## src/rtl/uart_fc_pkg.sv

```systemverilog
package uart_fc_pkg;

   typedef struct packed {
      logic        rtr_sel;
      logic        echo;
      logic        sw_en;
      logic        hw_en;
      logic [1:0]  rsvd;
      logic        rts_bit;
      logic        dtr_bit;
      logic [1:0]  trig;
      logic [20:0] spare;
      logic        fifo_en;
   } ctrl_t;

   typedef enum logic [1:0] {
      TXS_NONE = 2'd0,
      TXS_BUF  = 2'd1,
      TXS_ECHO = 2'd2
   } tx_src_e;

endpackage

```

## src/rtl/uart_fc_rxq.sv

```systemverilog
module uart_fc_rxq #(
   parameter int DW    = 8,
   parameter int DEPTH = 32,
   parameter int LVL0  = 1,
   parameter int LVL1  = 8,
   parameter int LVL2  = 18,
   parameter int LVL3  = 28
) (
   input  logic                         clk,
   input  logic                         rst_n,
   input  logic                         fifo_en,
   input  logic [1:0]                   trig,
   input  logic                         push,
   input  logic [DW-1:0]                push_data,
   input  logic                         pop,
   output logic [DW-1:0]                head,
   output logic [$clog2(DEPTH+1)-1:0]   fill,
   output logic                         ready_req
);
   localparam int AW = (DEPTH > 1) ? $clog2(DEPTH) : 1;
   localparam int CW = $clog2(DEPTH + 1);

   generate
      if (LVL0 < 1 || LVL0 > LVL1 || LVL1 > LVL2 || LVL2 > LVL3 || LVL3 > DEPTH) begin : g_bad_lvl
         $error("uart_fc_rxq: trigger levels must rise and stay within DEPTH");
      end
      if (DEPTH < 2) begin : g_bad_depth
         $error("uart_fc_rxq: DEPTH must be at least 2");
      end
   endgenerate

   logic [DW-1:0] mem [DEPTH];
   logic [AW-1:0] wp, rp;
   logic [CW-1:0] cnt, cap, lvl;
   logic          at_cap, do_push, do_pop;

   function automatic logic [AW-1:0] bump(input logic [AW-1:0] p);
      return (p == AW'(DEPTH - 1)) ? '0 : p + AW'(1);
   endfunction

   assign cap     = fifo_en ? CW'(DEPTH) : CW'(1);
   assign at_cap  = (cnt >= cap);
   assign do_pop  = pop && (cnt != '0);
   assign do_push = push && (!at_cap || do_pop);

   always_ff @(posedge clk) begin
      if (do_push) mem[wp] <= push_data;
   end

   always_ff @(posedge clk or negedge rst_n) begin
      if (!rst_n) begin
         wp  <= '0;
         rp  <= '0;
         cnt <= '0;
      end else begin
         if (do_push) wp <= bump(wp);
         if (do_pop)  rp <= bump(rp);
         case ({do_push, do_pop})
            2'b10:   cnt <= cnt + CW'(1);
            2'b01:   cnt <= cnt - CW'(1);
            default: cnt <= cnt;
         endcase
      end
   end

   always_comb begin
      case (trig)
         2'b00:   lvl = CW'(LVL0);
         2'b01:   lvl = CW'(LVL1);
         2'b10:   lvl = CW'(LVL2);
         default: lvl = CW'(LVL3);
      endcase
   end

   assign head      = mem[rp];
   assign fill      = cnt;
   assign ready_req = fifo_en ? (cnt >= lvl) : (cnt != '0);

   p_fill_bound_r3: assert property (@(posedge clk) disable iff (!rst_n)
      cnt <= CW'(DEPTH));

   p_drop_full_r3: assert property (@(posedge clk) disable iff (!rst_n)
      (push && at_cap && !pop) |=> (cnt == $past(cnt)));

endmodule

```

## src/rtl/uart_fc_swflow.sv

```systemverilog
module uart_fc_swflow #(
   parameter int DW = 8
) (
   input  logic          clk,
   input  logic          rst_n,
   input  logic          sw_en,
   input  logic          rx_valid,
   input  logic [DW-1:0] rx_data,
   input  logic [DW-1:0] xon_char,
   input  logic [DW-1:0] xoff_char,
   output logic          store,
   output logic          stopped
);
   logic is_xoff, is_xon;

   assign is_xoff = sw_en && rx_valid && (rx_data == xoff_char);
   assign is_xon  = sw_en && rx_valid && (rx_data == xon_char);
   assign store   = rx_valid && !is_xoff && !is_xon;

   always_ff @(posedge clk or negedge rst_n) begin
      if (!rst_n)       stopped <= 1'b0;
      else if (!sw_en)  stopped <= 1'b0;
      else if (is_xoff) stopped <= 1'b1;
      else if (is_xon)  stopped <= 1'b0;
   end

   p_xoff_halts_r8: assert property (@(posedge clk) disable iff (!rst_n)
      is_xoff |=> stopped);

   p_xon_resumes_r8: assert property (@(posedge clk) disable iff (!rst_n)
      (is_xon && !is_xoff) |=> !stopped);

endmodule

```

## src/rtl/uart_fc_txsel.sv

```systemverilog
module uart_fc_txsel
   import uart_fc_pkg::*;
#(
   parameter int DW = 8
) (
   input  logic          clk,
   input  logic          rst_n,
   input  logic          echo_en,
   input  logic          echo_valid,
   input  logic [DW-1:0] echo_data,
   input  logic          buf_valid,
   input  logic [DW-1:0] buf_data,
   input  logic          shift_ready,
   input  logic          permit,
   output logic          buf_ack,
   output logic          out_valid,
   output logic [DW-1:0] out_data
);
   tx_src_e src;

   always_comb begin
      if (echo_en)
         src = echo_valid ? TXS_ECHO : TXS_NONE;
      else if (buf_valid && shift_ready && permit)
         src = TXS_BUF;
      else
         src = TXS_NONE;
   end

   assign buf_ack = (src == TXS_BUF);

   always_ff @(posedge clk or negedge rst_n) begin
      if (!rst_n) begin
         out_valid <= 1'b0;
         out_data  <= '0;
      end else begin
         out_valid <= (src != TXS_NONE);
         case (src)
            TXS_ECHO: out_data <= echo_data;
            TXS_BUF:  out_data <= buf_data;
            default:  out_data <= out_data;
         endcase
      end
   end

   p_ack_emits_r10: assert property (@(posedge clk) disable iff (!rst_n)
      buf_ack |=> (out_valid && out_data == $past(buf_data)));

   p_echo_copy_r9: assert property (@(posedge clk) disable iff (!rst_n)
      (echo_en && echo_valid) |=> (out_valid && out_data == $past(echo_data)));

   p_blocked_quiet_r6: assert property (@(posedge clk) disable iff (!rst_n)
      (!permit && !echo_en) |=> !out_valid);

endmodule

```

## src/rtl/uart_fc_pins.sv

```systemverilog
module uart_fc_pins #(
   parameter bit REG_PINS = 1'b1
) (
   input  logic clk,
   input  logic rst_n,
   input  logic dtr_nxt,
   input  logic rts_nxt,
   output logic pin_dtr,
   output logic pin_rts
);
   generate
      if (REG_PINS) begin : g_reg
         always_ff @(posedge clk or negedge rst_n) begin
            if (!rst_n) begin
               pin_dtr <= 1'b1;
               pin_rts <= 1'b1;
            end else begin
               pin_dtr <= dtr_nxt;
               pin_rts <= rts_nxt;
            end
         end
      end else begin : g_comb
         assign pin_dtr = rst_n ? dtr_nxt : 1'b1;
         assign pin_rts = rst_n ? rts_nxt : 1'b1;
      end
   endgenerate

endmodule

```

## src/rtl/uart_flowctl.sv

```systemverilog
module uart_flowctl
   import uart_fc_pkg::*;
#(
   parameter int DW       = 8,
   parameter int DEPTH    = 32,
   parameter int LVL0     = 1,
   parameter int LVL1     = 8,
   parameter int LVL2     = 18,
   parameter int LVL3     = 28,
   parameter bit REG_PINS = 1'b1
) (
   input  logic                        clk,
   input  logic                        rst_n,
   input  logic [31:0]                 ctrl_word,
   input  logic [DW-1:0]               xon_char,
   input  logic [DW-1:0]               xoff_char,
   input  logic                        rx_in_valid,
   input  logic [DW-1:0]               rx_in_data,
   input  logic                        rx_rd,
   output logic [DW-1:0]               rx_out_data,
   output logic [$clog2(DEPTH+1)-1:0]  rx_fill,
   output logic                        rx_ready_req,
   input  logic                        tx_buf_valid,
   input  logic [DW-1:0]               tx_buf_data,
   output logic                        tx_buf_ack,
   input  logic                        tx_shift_ready,
   output logic                        tx_out_valid,
   output logic [DW-1:0]               tx_out_data,
   input  logic                        cts_n,
   output logic                        pin_dtr,
   output logic                        pin_rts
);
   localparam int CW = $clog2(DEPTH + 1);

   ctrl_t c;
   logic  store, stopped, permit;
   logic  rtr_lvl, rts_nxt, dtr_nxt;

   assign c = ctrl_t'(ctrl_word);

   uart_fc_swflow #(.DW(DW)) u_sw (
      .clk       (clk),
      .rst_n     (rst_n),
      .sw_en     (c.sw_en),
      .rx_valid  (rx_in_valid),
      .rx_data   (rx_in_data),
      .xon_char  (xon_char),
      .xoff_char (xoff_char),
      .store     (store),
      .stopped   (stopped)
   );

   uart_fc_rxq #(
      .DW(DW), .DEPTH(DEPTH),
      .LVL0(LVL0), .LVL1(LVL1), .LVL2(LVL2), .LVL3(LVL3)
   ) u_rxq (
      .clk       (clk),
      .rst_n     (rst_n),
      .fifo_en   (c.fifo_en),
      .trig      (c.trig),
      .push      (store),
      .push_data (rx_in_data),
      .pop       (rx_rd),
      .head      (rx_out_data),
      .fill      (rx_fill),
      .ready_req (rx_ready_req)
   );

   assign permit = !(c.hw_en && cts_n) && !(c.sw_en && stopped);

   uart_fc_txsel #(.DW(DW)) u_tx (
      .clk         (clk),
      .rst_n       (rst_n),
      .echo_en     (c.echo),
      .echo_valid  (store),
      .echo_data   (rx_in_data),
      .buf_valid   (tx_buf_valid),
      .buf_data    (tx_buf_data),
      .shift_ready (tx_shift_ready),
      .permit      (permit),
      .buf_ack     (tx_buf_ack),
      .out_valid   (tx_out_valid),
      .out_data    (tx_out_data)
   );

   assign rtr_lvl = c.fifo_en ? (rx_fill == CW'(DEPTH)) : (rx_fill != '0);
   assign dtr_nxt = !c.dtr_bit;

   always_comb begin
      if (c.rtr_sel)    rts_nxt = rtr_lvl;
      else if (c.hw_en) rts_nxt = !(tx_buf_valid && !cts_n);
      else              rts_nxt = !c.rts_bit;
   end

   uart_fc_pins #(.REG_PINS(REG_PINS)) u_pins (
      .clk     (clk),
      .rst_n   (rst_n),
      .dtr_nxt (dtr_nxt),
      .rts_nxt (rts_nxt),
      .pin_dtr (pin_dtr),
      .pin_rts (pin_rts)
   );

   generate
      if (REG_PINS) begin : g_pin_chk
         p_dtr_level_r4: assert property (@(posedge clk) disable iff (!rst_n)
            1'b1 |=> (pin_dtr == !$past(ctrl_word[24])));
         p_sw_rts_r5: assert property (@(posedge clk) disable iff (!rst_n)
            (!ctrl_word[31] && !ctrl_word[28]) |=> (pin_rts == !$past(ctrl_word[25])));
         p_rtr_full_r7: assert property (@(posedge clk) disable iff (!rst_n)
            (ctrl_word[31] && ctrl_word[0] && rx_fill == CW'(DEPTH)) |=> pin_rts);
      end
   endgenerate

   p_hw_hold_r6: assert property (@(posedge clk) disable iff (!rst_n)
      (ctrl_word[28] && cts_n) |-> !tx_buf_ack);

endmodule

```

## config.mk

```make
export PLATFORM = sky130hd
export DESIGN_NAME = uart_flowctl
export DESIGN_NICKNAME = d
export VERILOG_FILES = /design/src/rtl/uart_fc_pkg.sv /design/src/rtl/uart_fc_rxq.sv /design/src/rtl/uart_fc_swflow.sv /design/src/rtl/uart_fc_txsel.sv /design/src/rtl/uart_fc_pins.sv /design/src/rtl/uart_flowctl.sv
export SDC_FILE = /design/constraint.sdc
export NUM_CORES = 1
export LEC_CHECK = 0
export ABC_AREA = 1
export BUFFER_PORTS_ARGS = -buffer_cell sky130_fd_sc_hd__buf_4
export CORE_AREA = 2 2 168 170
export CTS_CLUSTER_DIAMETER = 60
export DETAILED_ROUTE_END_ITERATION = 12
export DIE_AREA = 0 0 170 172
export SLEW_MARGIN = 20
export SYNTH_ARGS = -nofsm -noshare
export SYNTH_HDL_FRONTEND = slang
export SYNTH_SLANG_ARGS = --single-unit
```

## constraint.sdc

```tcl
create_clock -name clk -period 6.1 [get_ports clk]
set_input_delay 0.305 -clock clk [delete_from_list [all_inputs] [get_ports clk]]
set_output_delay 0.305 -clock clk [all_outputs]
set_load 0.1 [all_outputs]
```

# After elaboration in Yosys (flattened, before gate mapping)

Memory sizes are Yosys's and may differ from the RTL's.
Index checks and enable logic that the tools add are counted.

Register bits after elaboration: 28
Bits in writable memories: 256
Output and inout port bits: 27
Memories: 1

Memory list:

| name      | words | bits a word | read ports | clocked after memory_dff | write ports | line              | text |
|---|---|---|---|---|---|---|---|
| u_rxq.mem | 32    | 8           | 1          | 0                        | 1           | uart_fc_rxq.sv:32 | `logic [DW-1:0] mem [DEPTH];` |

Add/sub/neg operators: 4
Order comparisons: 2
Eq/ne operators: 12
Muxes and demuxes: 18
Reductions and logical operators: 28

Operators with widths:

| kind                | count |
|---|---|
| $eq 8x8->1          | 2 |
| $pmux 8 s2          | 1 |
| $pmux 5 s3          | 1 |
| $logic_and 1x1->1   | 13 |
| $pmux 6 s2          | 1 |
| $add 5x1->5 const B | 2 |
| $eq 5x5->1 const B  | 2 |
| $mux 1              | 10 |
| $mux 5              | 2 |
| $logic_not 1->1     | 9 |
| $add 6x1->6 const B | 1 |
| $eq 2x1->1 const B  | 3 |
| $eq 2x2->1 const B  | 3 |
| $eq 6x6->1 const B  | 1 |
| $ge 6x5->1          | 1 |
| $ge 6x6->1          | 1 |
| $mux 6              | 1 |
| $reduce_bool 2->1   | 3 |
| $reduce_bool 6->1   | 1 |
| $sub 6x1->6 const B | 1 |
| $mux 2              | 2 |
| $ne 3x1->1 const B  | 1 |
| $logic_not 2->1     | 1 |
| $logic_or 1x1->1    | 1 |

# Depth between registers and ports, before layout

Gate-level depths: netlist (run 1).

Depth after elaboration: 9
Mapped depth: 21
Depth with buffers taken out: 21

# Hierarchy

Synthesis (run 1) repeated with hierarchy kept, for this count alone.

Cells, all modules: 1,243
Area total of the unflattened synthesis: 12,773.5 µm²

Modules (own cells, without submodules):

| module         | instances | cells each | area an instance (µm²) | seq. area each (µm²) |
|---|---|---|---|---|
| uart_fc_rxq    | 1         | 1,077      | 11,743.8               | 8,087.8 |
| uart_fc_txsel  | 1         | 75         | 563.0                  | 225.2 |
| uart_fc_swflow | 1         | 72         | 334.1                  | 25.0 |
| uart_flowctl   | 1         | 17         | 80.1                   | 0.0 |
| uart_fc_pins   | 1         | 2          | 52.6                   | 52.6 |

# Worst setup path after synthesis (run 1)

No wires, ideal clock.

Kind: reg-to-output
From: reg u_rxq.cnt[0] (netlist: u_rxq.fill[0])
To: out rx_ready_req
Data arrival time: 3.423 ns
Setup slack: 2.372 ns
Stages on the path, launching flop included: 10
Buffers on the path: 0
Cells stage by stage: dfrtp_1 inv_1 ha_1 inv_1 a21boi_0 o21a_1 o21ai_0 nand2_1 nand2_1 a21oi_1

Word-level cells in the longest chain between the ends: 2

Ends and longest elaborated chain:

| element                                                | line               | text |
|---|---|---|
| start, declared                                        | uart_fc_rxq.sv:34  | `logic [CW-1:0] cnt, cap, lvl;` |
| start signal, assigned                                 | uart_fc_rxq.sv:59  | `2'b10: cnt <= cnt + CW'(1);` |
| start signal, assigned                                 | uart_fc_rxq.sv:60  | `2'b01: cnt <= cnt - CW'(1);` |
| start signal, assigned                                 | uart_fc_rxq.sv:61  | `default: cnt <= cnt;` |
| $ge 6x5->1 / $reduce_bool 6->1 (equally long branches) | uart_fc_rxq.sv:77  | `assign ready_req = fifo_en ? (cnt >= lvl) : (cnt != '0);` |
| $mux 1 (*)                                             | uart_fc_rxq.sv:77  |  |
| end, declared                                          | uart_flowctl.sv:22 | `output logic rx_ready_req,` |

Mark *: on every way between the ends. The rest lies on a longest branch, timed or not.

# Worst setup path after layout (run 1)

From: reg u_rxq.rp[0]
To: out rx_out_data[1]

Word-level cells in the longest chain between the ends: 1

Ends and longest elaborated chain:

| element                | line               | text |
|---|---|---|
| start, declared        | uart_fc_rxq.sv:33  | `logic [AW-1:0] wp, rp;` |
| start signal, assigned | uart_fc_rxq.sv:57  | `if (do_pop) rp <= bump(rp);` |
| $mem_v2 32x8           | -                  |  |
| end, declared          | uart_flowctl.sv:20 | `output logic [DW-1:0] rx_out_data,` |

Every way passes these cells.

==> reports/results.txt, run 1 <==
Final Setup Violations -> 0
DP HPWL -> 17,100 µm
Post-CTS Hold Buffers -> 3
Cts repair resizes -> 0
Drt total wl -> 29,500 µm
PwrDens -> 469 mW/mm²
Critical path capture point type -> output pin
Simple-Gate Fraction of Synth Area -> 11.9%
Number of flops mapped to enable cells by yosys -> 256
Die area -> 0.0292 mm²
Worst slew pin tran -> 1000 ps
Predominant post-synthesis flop cell -> edfxtp_1
Worst Reg-to-Reg Cells -> 9
Worst hold margin -> 36.4 ps
Worst-path cell chain -> clkinv_2 > buf_4 > buf_4 > o21ai_0 > o22ai_1 > o21ai_1 > o22ai_1 > nand2_1 > nand2_1 > buf_4
Input/output buffers -> 74
Slew Limit Fails -> 0
Util after Layout -> 50.3%
Overall Power -> 6.48 mW
Adder-Cell Fraction of Synth Area -> 2.23%
Combinational family with the most area after synthesis -> compound AO/OA/AOI/OAI gates
Area Overhead vs Synth -> 13.9%
Die Wd -> 170 µm
Mux contribution to synthesized area -> 0%
Gpl congestion -> 0.786
Starting Density -> 44.2%
1st-iter DRT viols -> 591
Syn Area/Cell -> 11.9 µm²
Fin Setup TNS -> 0 ps
Post-synthesis sequential area ratio -> 69.1%
DRC -> 0
R2r endpoint -> u_rxq.mem[0][3]
Most common cell on crit path -> buf_4
Hold_sp -> ctrl_word[25]
Leak Pwr -> 4.94 nW
Ys async rst share -> 9.86%
RSZ-0062 raised after global routing -> false
Setup bufs post-CTS -> 0
Mapped Area -> 0.0121 mm²
N_diodes -> 0
Post-DRT Antenna Nets -> 0
Vias post-DR -> 8,026
CTS buffer count -> 27
Row cnt -> 61
Min Clock Period, post-route -> 4160 ps
Root buf cell -> clkbuf_16
Core Region -> 0.0275 mm²
Flops & latches, synth -> 284
Via-to-Cell Ratio -> 5.55
Routed len/inst -> 20.4 µm
Max Root-Sink Buffers -> 3
Layout cells sized above 1 -> 13.7%
Largest net degree at the start of global routing -> 80
Outcome -> complete, no violations
Hold depth -> 3
Min-delay worst type -> input pin to flip-flop
Crit share post-route -> 68.2%
Worst Path Max Fanout -> 79
First-pass GRT wire length -> 44,900 µm
Arr. time, crit path -> 3860 ps
Reg-to-reg slack, setup -> 3070 ps
All-Layer GR Usage -> 20.4%
Htree depth -> 1
Max Clock Freq -> 240 MHz
CP Launch Type -> flip-flop
Synth warn -> 0
Clk_skew -> 6.98 ps
Clock Sinks -> 284
Remaining Overflow, GRT -> 0
Post-Syn Instances -> 1,020
Peak supply drop -> 0.000358 V
Compound-Gate Fraction of Synth Area -> 12.3%
Initial antenna violation count -> 0
Reg clk slew, reported paths -> 70 ps
Max_cap viols -> 0
Distinct cells, synth -> 41
Hold Vio Cnt, Final -> 0
Critical Path Max Stage Delay -> 730 ps
Vias in the first global route -> 7,567
Die Y -> 172 µm
Pre-antenna DRT Iters -> 5
# nets final -> 1,171
Slowest cell on crit path -> buf_4
R2r startpoint -> u_rxq.fill[0]
Clk_lat worst skew -> 530 ps
Post-Synth XOR/XNOR Area -> 0.794%
TritonCTS clock tree -> built
WHS Endpoint -> u_pins.pin_rts
I/O Pins -> 98
Critical path data required time -> 5790 ps
Setup CP Type -> flip-flop to output pin
Slew headroom -> 33.0%
Synth Net Count -> 1,112
sequential cells by signal, summed over array words and instances (netlist names):
| name | flops |
|---|---|
| u_rxq.wp | 5 |
| u_sw.stopped | 1 |
| u_pins.pin_dtr | 1 |
| u_tx.out_data | 8 |
| u_rxq.fill | 6 |
| u_tx.out_valid | 1 |
| u_pins.pin_rts | 1 |
| u_rxq.rp | 5 |
| u_rxq.mem | 256 |
per-layer routing:
metal | up-vias | wire length (µm) | GRT usage, %
li1 | 3801 | - | -
met1 | 3927 | 12900 | 28.6
met2 | 257 | 14300 | 34.3
met3 | 41 | 1750 | 2.47
met4 | 0 | 593 | 5.09
met5 | - | 0 | 0
report_power, final:
group,switching (mW),internal [mW],leakage [nW]
registers,0.139,2.25,2.63
logic,1.82,0.603,1.88
clock network,0.697,0.975,0.434
logic make-up after synthesis:
family,Yosys count
flip-flops,284
adder cells (fa/ha/maj),21
XOR/XNOR,11
buffers and inverters,101
AND/OR/NAND/NOR,343
AO/OA/AOI/OAI,260
through the flow:
step	setup WS [ps]	instances	cell area (µm²)
global route	1720	1445	13800
CTS	1970	1445	13800
global placement	2540	1393	12900
finish	1940	1445	13800
detailed placement	2540	1393	12900
floorplan	2370	1020	12100
final cells by class:
cell class	count	area [µm²]
fill	2378	13700
sequential	284	8390
multi-input combinational	635	3300
clock buffer	29	683
timing repair buffer	83	631
tap	346	433
clock inverter	20	198
inverter	48	184
cells in the mapped netlist, types with 2 or more instances:
| cell | instances | area, µm² |
|---|---|---|
| a21oi_1 | 26 | 130 |
| a31oi_1 | 8 | 50.1 |
| buf_2 | 13 | 65.1 |
| buf_4 | 9 | 67.6 |
| buf_6 | 2 | 22.5 |
| clkbuf_1 | 29 | 109 |
| dfrtp_1 | 26 | 651 |
| dfstp_2 | 2 | 52.6 |
| edfxtp_1 | 256 | 7690 |
| ha_1 | 20 | 250 |
| inv_1 | 38 | 143 |
| inv_2 | 8 | 30.0 |
| nand2_1 | 118 | 443 |
| nand2_2 | 5 | 31.3 |
| nand2_4 | 5 | 56.3 |
| nand3_1 | 24 | 120 |
| nand3_4 | 2 | 35.0 |
| nor2_1 | 177 | 664 |
| nor2_2 | 3 | 18.8 |
| nor3_1 | 2 | 10.0 |
| o211ai_1 | 2 | 15.0 |
| o21a_1 | 2 | 15.0 |
| o21ai_0 | 92 | 460 |
| o21ai_1 | 43 | 215 |
| o221ai_1 | 24 | 210 |
| o22ai_1 | 60 | 375 |
| xnor2_1 | 3 | 26.3 |
| xor2_1 | 8 | 70.1 |
critical path, delay by kind of cell, from the launching register on:
kind | cells | cell delay (ps)
buffers and inverters | 4 | 1540
DFF | 1 | 710
and+or+nand+nor | 2 | 200
AOI/OAI and AO/OA | 4 | 800
cell usage in the layout, fill, tap and decap left out, types with 25 or more instances in the layout:
cell / netlist / final
edfxtp_1: 256 / 256
nor2_1: 177 / 177
nand2_1: 118 / 118
o21ai_0: 92 / 92
buf_4: 9 / 80
o22ai_1: 60 / 60
o21ai_1: 43 / 43
inv_1: 38 / 38
clkbuf_16: 0 / 27
a21oi_1: 26 / 26
dfrtp_1: 26 / 25
worst max-delay path by stage:
stage / from / endpoint / slack, ps / cells past startpoint
finish: u_rxq.rp[0] / rx_out_data[1] / 1940 / 10
CTS: u_rxq.rp[0] / rx_out_data[1] / 1970 / 10
floorplan: u_rxq.fill[0] / rx_ready_req / 2370 / 9
global placement: u_rxq.rp[0] / rx_out_data[2] / 2540 / 10
detailed placement: u_rxq.rp[0] / rx_out_data[1] / 2540 / 10
global route: u_rxq.rp[0] / rx_out_data[1] / 1720 / 10
Note: power is estimated with default switching activity, not from simulation.
==> run 2: changes to the inputs <==
Clock period 6.1 ns to 3.88 ns, I/O delays scaled along.
==> reports/results.txt, run 2 (synthesis gave the netlist of run 1 again) <==
Starting Density -> 44.2%
Most common cell on crit path -> o221ai_1
CTS buffer count -> 28
I/O Pins -> 98
Worst-path cell chain -> clkinv_2 > buf_12 > nand2_2 > o221ai_1 > o221ai_1 > nand3_1 > nand2_1 > buf_4
Largest register by flop count -> u_rxq.mem
Max Root-Sink Buffers -> 3
Min-delay worst type -> input pin to flip-flop
Row cnt -> 61
# nets final -> 1,191
Met1 usage -> 28.6%
Worst slew pin tran -> 909 ps
Fillers -> 2,401
Clk_lat worst skew -> 540 ps
Worst Path Max Fanout -> 56
Final Setup Violations -> 0
Slowest cell on crit path -> dfrtp_4
Gpl congestion -> 0.832
Global-route met3 utilization -> 2.70%
Max Clock Freq -> 294 MHz
Peak supply drop -> 0.000680 V
PwrDens -> 734 mW/mm²
N_diodes -> 0
Core Region -> 0.0275 mm²
Initial antenna violation count -> 0
Layout cells sized above 1 -> 14.1%
Remaining Overflow, GRT -> 0
Fin Setup TNS -> 0 ps
Leak Pwr -> 5.06 nW
Register area -> 0.00839 mm²
Setup CP Type -> flip-flop to output pin
DRC -> 0
Most frequent cells in the layout -> edfxtp_1, nor2_1, nand2_1
Clk_skew -> 14.0 ps
All-Layer GR Usage -> 20.6%
Die Wd -> 170 µm
Drt total wl -> 29,700 µm
Pre-antenna DRT Iters -> 7
Root buf cell -> clkbuf_16
Die area -> 0.0292 mm²
Hold Vio Cnt, Final -> 0
Outcome -> complete, no violations
1st-iter DRT viols -> 702
Cts repair resizes -> 0
Htree depth -> 1
Slew Limit Fails -> 0
Arr. time, crit path -> 3210 ps
Die Y -> 172 µm
DP HPWL -> 17,700 µm
Min Clock Period, post-route -> 3400 ps
Max_cap viols -> 0
Area Overhead vs Synth -> 15.8%
First-pass GRT wire length -> 45,700 µm
TritonCTS clock tree -> built
Vias in the first global route -> 7,934
Largest net degree at the start of global routing -> 76
Critical Path Max Stage Delay -> 750 ps
CP delay by family, top -> flip-flops
Worst hold margin -> 54.0 ps
Via-to-Cell Ratio -> 5.55
Largest register FFs -> 256
Critical path data required time -> 3690 ps
CP Launch Type -> flip-flop
Clock Sinks -> 284
Global routing's busiest layer -> met2
Worst Path Buf+Inv -> 3
Vias post-DR -> 8,129
Slew headroom -> 39.2%
Input/output buffers -> 74
Critical path capture point type -> output pin
Area occupied by multi-input gates -> 0.00330 mm²
Reg clk slew, reported paths -> 60 ps
Post-DRT Antenna Nets -> 0
RSZ-0062 raised after global routing -> false
Crit share post-route -> 87.8%
GR Util met2 -> 34.1%
Routed len/inst -> 20.2 µm
Commonest non-fill, non-tap cell in the layout -> edfxtp_1
==> run 2: cell count changes in the layout (fill, tap and decap cells not counted), sizes merged <==
cell / before / now
clkinv: 17 / 8
clkbuf: 29 / 42
buf: 80 / 89
dlygate4sd3: 3 / 13
bufinv: 4 / 3
clkinvlp: 1 / 0
==> run 2: final timing paths <==
| kind | startpoint | endpoint | slack, ps | cells after the start |
|---|---|---|---|---|
| setup / recovery | u_rxq.rp[0] | rx_out_data[7] | 480 | 8 |
| hold / removal | ctrl_word[30] | u_tx.out_valid | 50 | 5 |
| setup reg to reg | u_rxq.fill[0] | u_rxq.mem[12][2] | 980 | 9 |
| hold reg to reg | u_tx.out_data[1] | u_tx.out_data[1] | 540 | 2 |
| max in group asynchronous | rst_n | u_rxq.rp[0] | 3380 | 2 |
| min in group asynchronous | rst_n | u_tx.out_data[2] | 140 | 2 |
==> run 2: what timing repair did <==
item,in CTS,in global routing
hold buffers,13,0
setup buffers,0,0
hold endpoints to repair,39,0
==> run 2: report_power, final <==
group          leakage, nW  switching, mW  total, mW  internal [mW]
registers             2.63          0.205       3.74           3.54
clock network        0.446           1.10       2.70           1.61
logic                 1.98           2.88       3.88          0.996
==> run 2: layer usage <==
metal  vias up  wire [µm]
met5         -          0
met4         0        700
met3        46       1730
met2       246      14100
met1      3992      13100
li1       3845          -
==> run 2: cell type report <==
type                            instances  share of cell area, %
Sequential cell                       284                   59.7
Clock buffer                           42                   5.65
Tap cell                              346                   3.08
Multi-Input combinational cell        635                   23.5
Timing Repair Buffer                  102                   5.94
Inverter                               48                   1.31
Clock inverter                          9                  0.837
==> run 2: stage by stage <==
step	area, µm²	util [%]	std cells	power [mW]	setup WS (ps)
floorplan	12100	-	1020	6.56	263
global placement	13000	47.4	1402	7.62	1050
detailed placement	13000	47.4	1402	7.67	1010
CTS	14100	51.2	1466	10.4	458
global route	14100	51.2	1466	10.8	328
finish	14100	51.2	1466	10.3	475
==> run 2: tightest hold or removal path: stages <==
cell    delay (ps)
buf_4           90
nor4_1          60
inv_1           50
ha_1           130
inv_1           40
==> run 3: changes to the inputs <==
Clock period 3.88 ns to 3.47 ns, I/O delays scaled along.
==> reports/results.txt, run 3 (synthesis gave the netlist of run 1 again) <==
First-pass GRT wire length -> 45,400 µm
Input/output buffers -> 74
1st-iter DRT viols -> 648
Gpl congestion -> 0.817
Core Region -> 0.0275 mm²
Clk_skew -> 12.2 ps
TritonCTS clock tree -> built
Final Setup Violations -> 0
Setup CP Type -> flip-flop to output pin
DP HPWL -> 18,600 µm
Critical Path Max Stage Delay -> 590 ps
Max Clock Freq -> 312 MHz
Overall Power -> 11.5 mW
Vias post-DR -> 8,253
Critical path data required time -> 3300 ps
CP Launch Type -> flip-flop
Fin Setup TNS -> 0 ps
Die area -> 0.0292 mm²
Htree depth -> 1
Outcome -> complete, no violations
Post-DRT Antenna Nets -> 0
I/O Pins -> 98
Worst setup margin -> 263 ps
Slew Limit Fails -> 0
Most frequent cells in the layout -> edfxtp_1, nor2_1, nand2_1
Min Clock Period, post-route -> 3210 ps
Initial antenna violation count -> 1
Worst Path Max Fanout -> 23
Starting Density -> 44.2%
Commonest non-fill, non-tap cell in the layout -> edfxtp_1
Cts repair resizes -> 0
Max_cap viols -> 0
Routed len/inst -> 20.0 µm
Via-to-Cell Ratio -> 5.53
Arr. time, crit path -> 3030 ps
Die Y -> 172 µm
Worst slew pin tran -> 814 ps
# nets final -> 1,217
Max Root-Sink Buffers -> 3
Hold Vio Cnt, Final -> 0
Reg clk slew, reported paths -> 60 ps
Layout cells sized above 1 -> 16.4%
Worst Path Buf+Inv -> 3
Final cell count without fillers -> 1,493
Fillers -> 2,381
Area Overhead vs Synth -> 17.4%
Setup WS pre-CTS -> 676 ps
Largest net degree at the start of global routing -> 63
Pre-antenna DRT Iters -> 5
CP delay by family, top -> buffers and inverters
Drt total wl -> 29,900 µm
DP Cell Count -> 1,427
Clock Sinks -> 284
Die Wd -> 170 µm
CTS buffer count -> 28
Min-delay worst type -> input pin to flip-flop
Post-route cell area -> 0.0142 mm²
Leak Pwr -> 5.19 nW
Clk_lat worst skew -> 540 ps
Post-DP Area -> 0.0132 mm²
Slew headroom -> 45.6%
N_diodes -> 0
All-Layer GR Usage -> 20.5%
Peak supply drop -> 0.000571 V
Largest register FFs -> 256
Setup bufs post-CTS -> 0
Worst-path cell chain -> clkinv_2 > buf_4 > nand2_2 > o221ai_1 > o221ai_1 > nand3_1 > nand2_1 > buf_4
RSZ-0062 raised after global routing -> false
Slowest cell on crit path -> dfrtp_4
Vias in the first global route -> 7,799
Largest register by flop count -> u_rxq.mem
Crit share post-route -> 92.4%
Remaining Overflow, GRT -> 0
DRC -> 0
PwrDens -> 810 mW/mm²
Row cnt -> 61
Root buf cell -> clkbuf_16
Critical path capture point type -> output pin
## run 3: cell count changes in the layout (fill, tap and decap cells not counted), sizes merged
cell | before | now
buf | 89 | 114
bufinv | 3 | 2
clkbuf | 42 | 39
clkinv | 8 | 12
clkinvlp | 0 | 1
dlygate4sd3 | 13 | 14
## run 3: stage by stage
stage / hold WS (ps) / util, %
finish: 15.3 / 51.9
global route: 32.1 / 51.9
CTS: 2.09 / 51.9
detailed placement: 130 / 48.0
global placement: 129 / 48.0
floorplan: -122 / -
## run 3: path summary, 6_finish.rpt
check	from	end	cells after the start	slack [ps]
worst max-delay path	u_rxq.rp[0]	rx_out_data[7]	8	260
worst min-delay path	rx_rd	u_rxq.rp[2]	4	20
worst max register to register	u_rxq.fill[1]	u_rxq.fill[5]	18	750
worst min register to register	u_tx.out_data[1]	u_tx.out_data[1]	2	540
max in group asynchronous	rst_n	u_rxq.rp[0]	2	3040
min in group asynchronous	rst_n	u_rxq.fill[1]	2	110
## run 3: routing by layer
metal / wire length (µm) / GRT usage, %
met5: 0 / 0
met3: 1980 / 2.54
met4: 644 / 5.98
met1: 13200 / 29.0
met2: 14100 / 33.6
## run 3: timing repair
action / in CTS / in global routing
endpoints found under the hold margin: 42 / 0
hold buffers: 14 / 0
setup endpoints to repair: 0 / 0
## run 3: report_power, final
part           internal, mW  total (mW)  switching, mW
registers              3.96        4.14          0.179
logic                  1.14        4.41           3.27
clock network          1.77        3.00           1.22
## run 3: area by class of cell
type	instances	area, µm²	area share (%)
Inverter	48	184	1.29
Tap cell	346	433	3.04
Clock buffer	39	813	5.71
Timing Repair Buffer	128	1010	7.08
Clock inverter	13	111	0.782
Sequential cell	284	8390	58.9
Multi-Input combinational cell	635	3300	23.2
## run 3: tightest hold or removal path, cell delays in order
cell     delay [ps]
buf_4            90
nand2_4          70
a21oi_1         120
a21oi_1          50
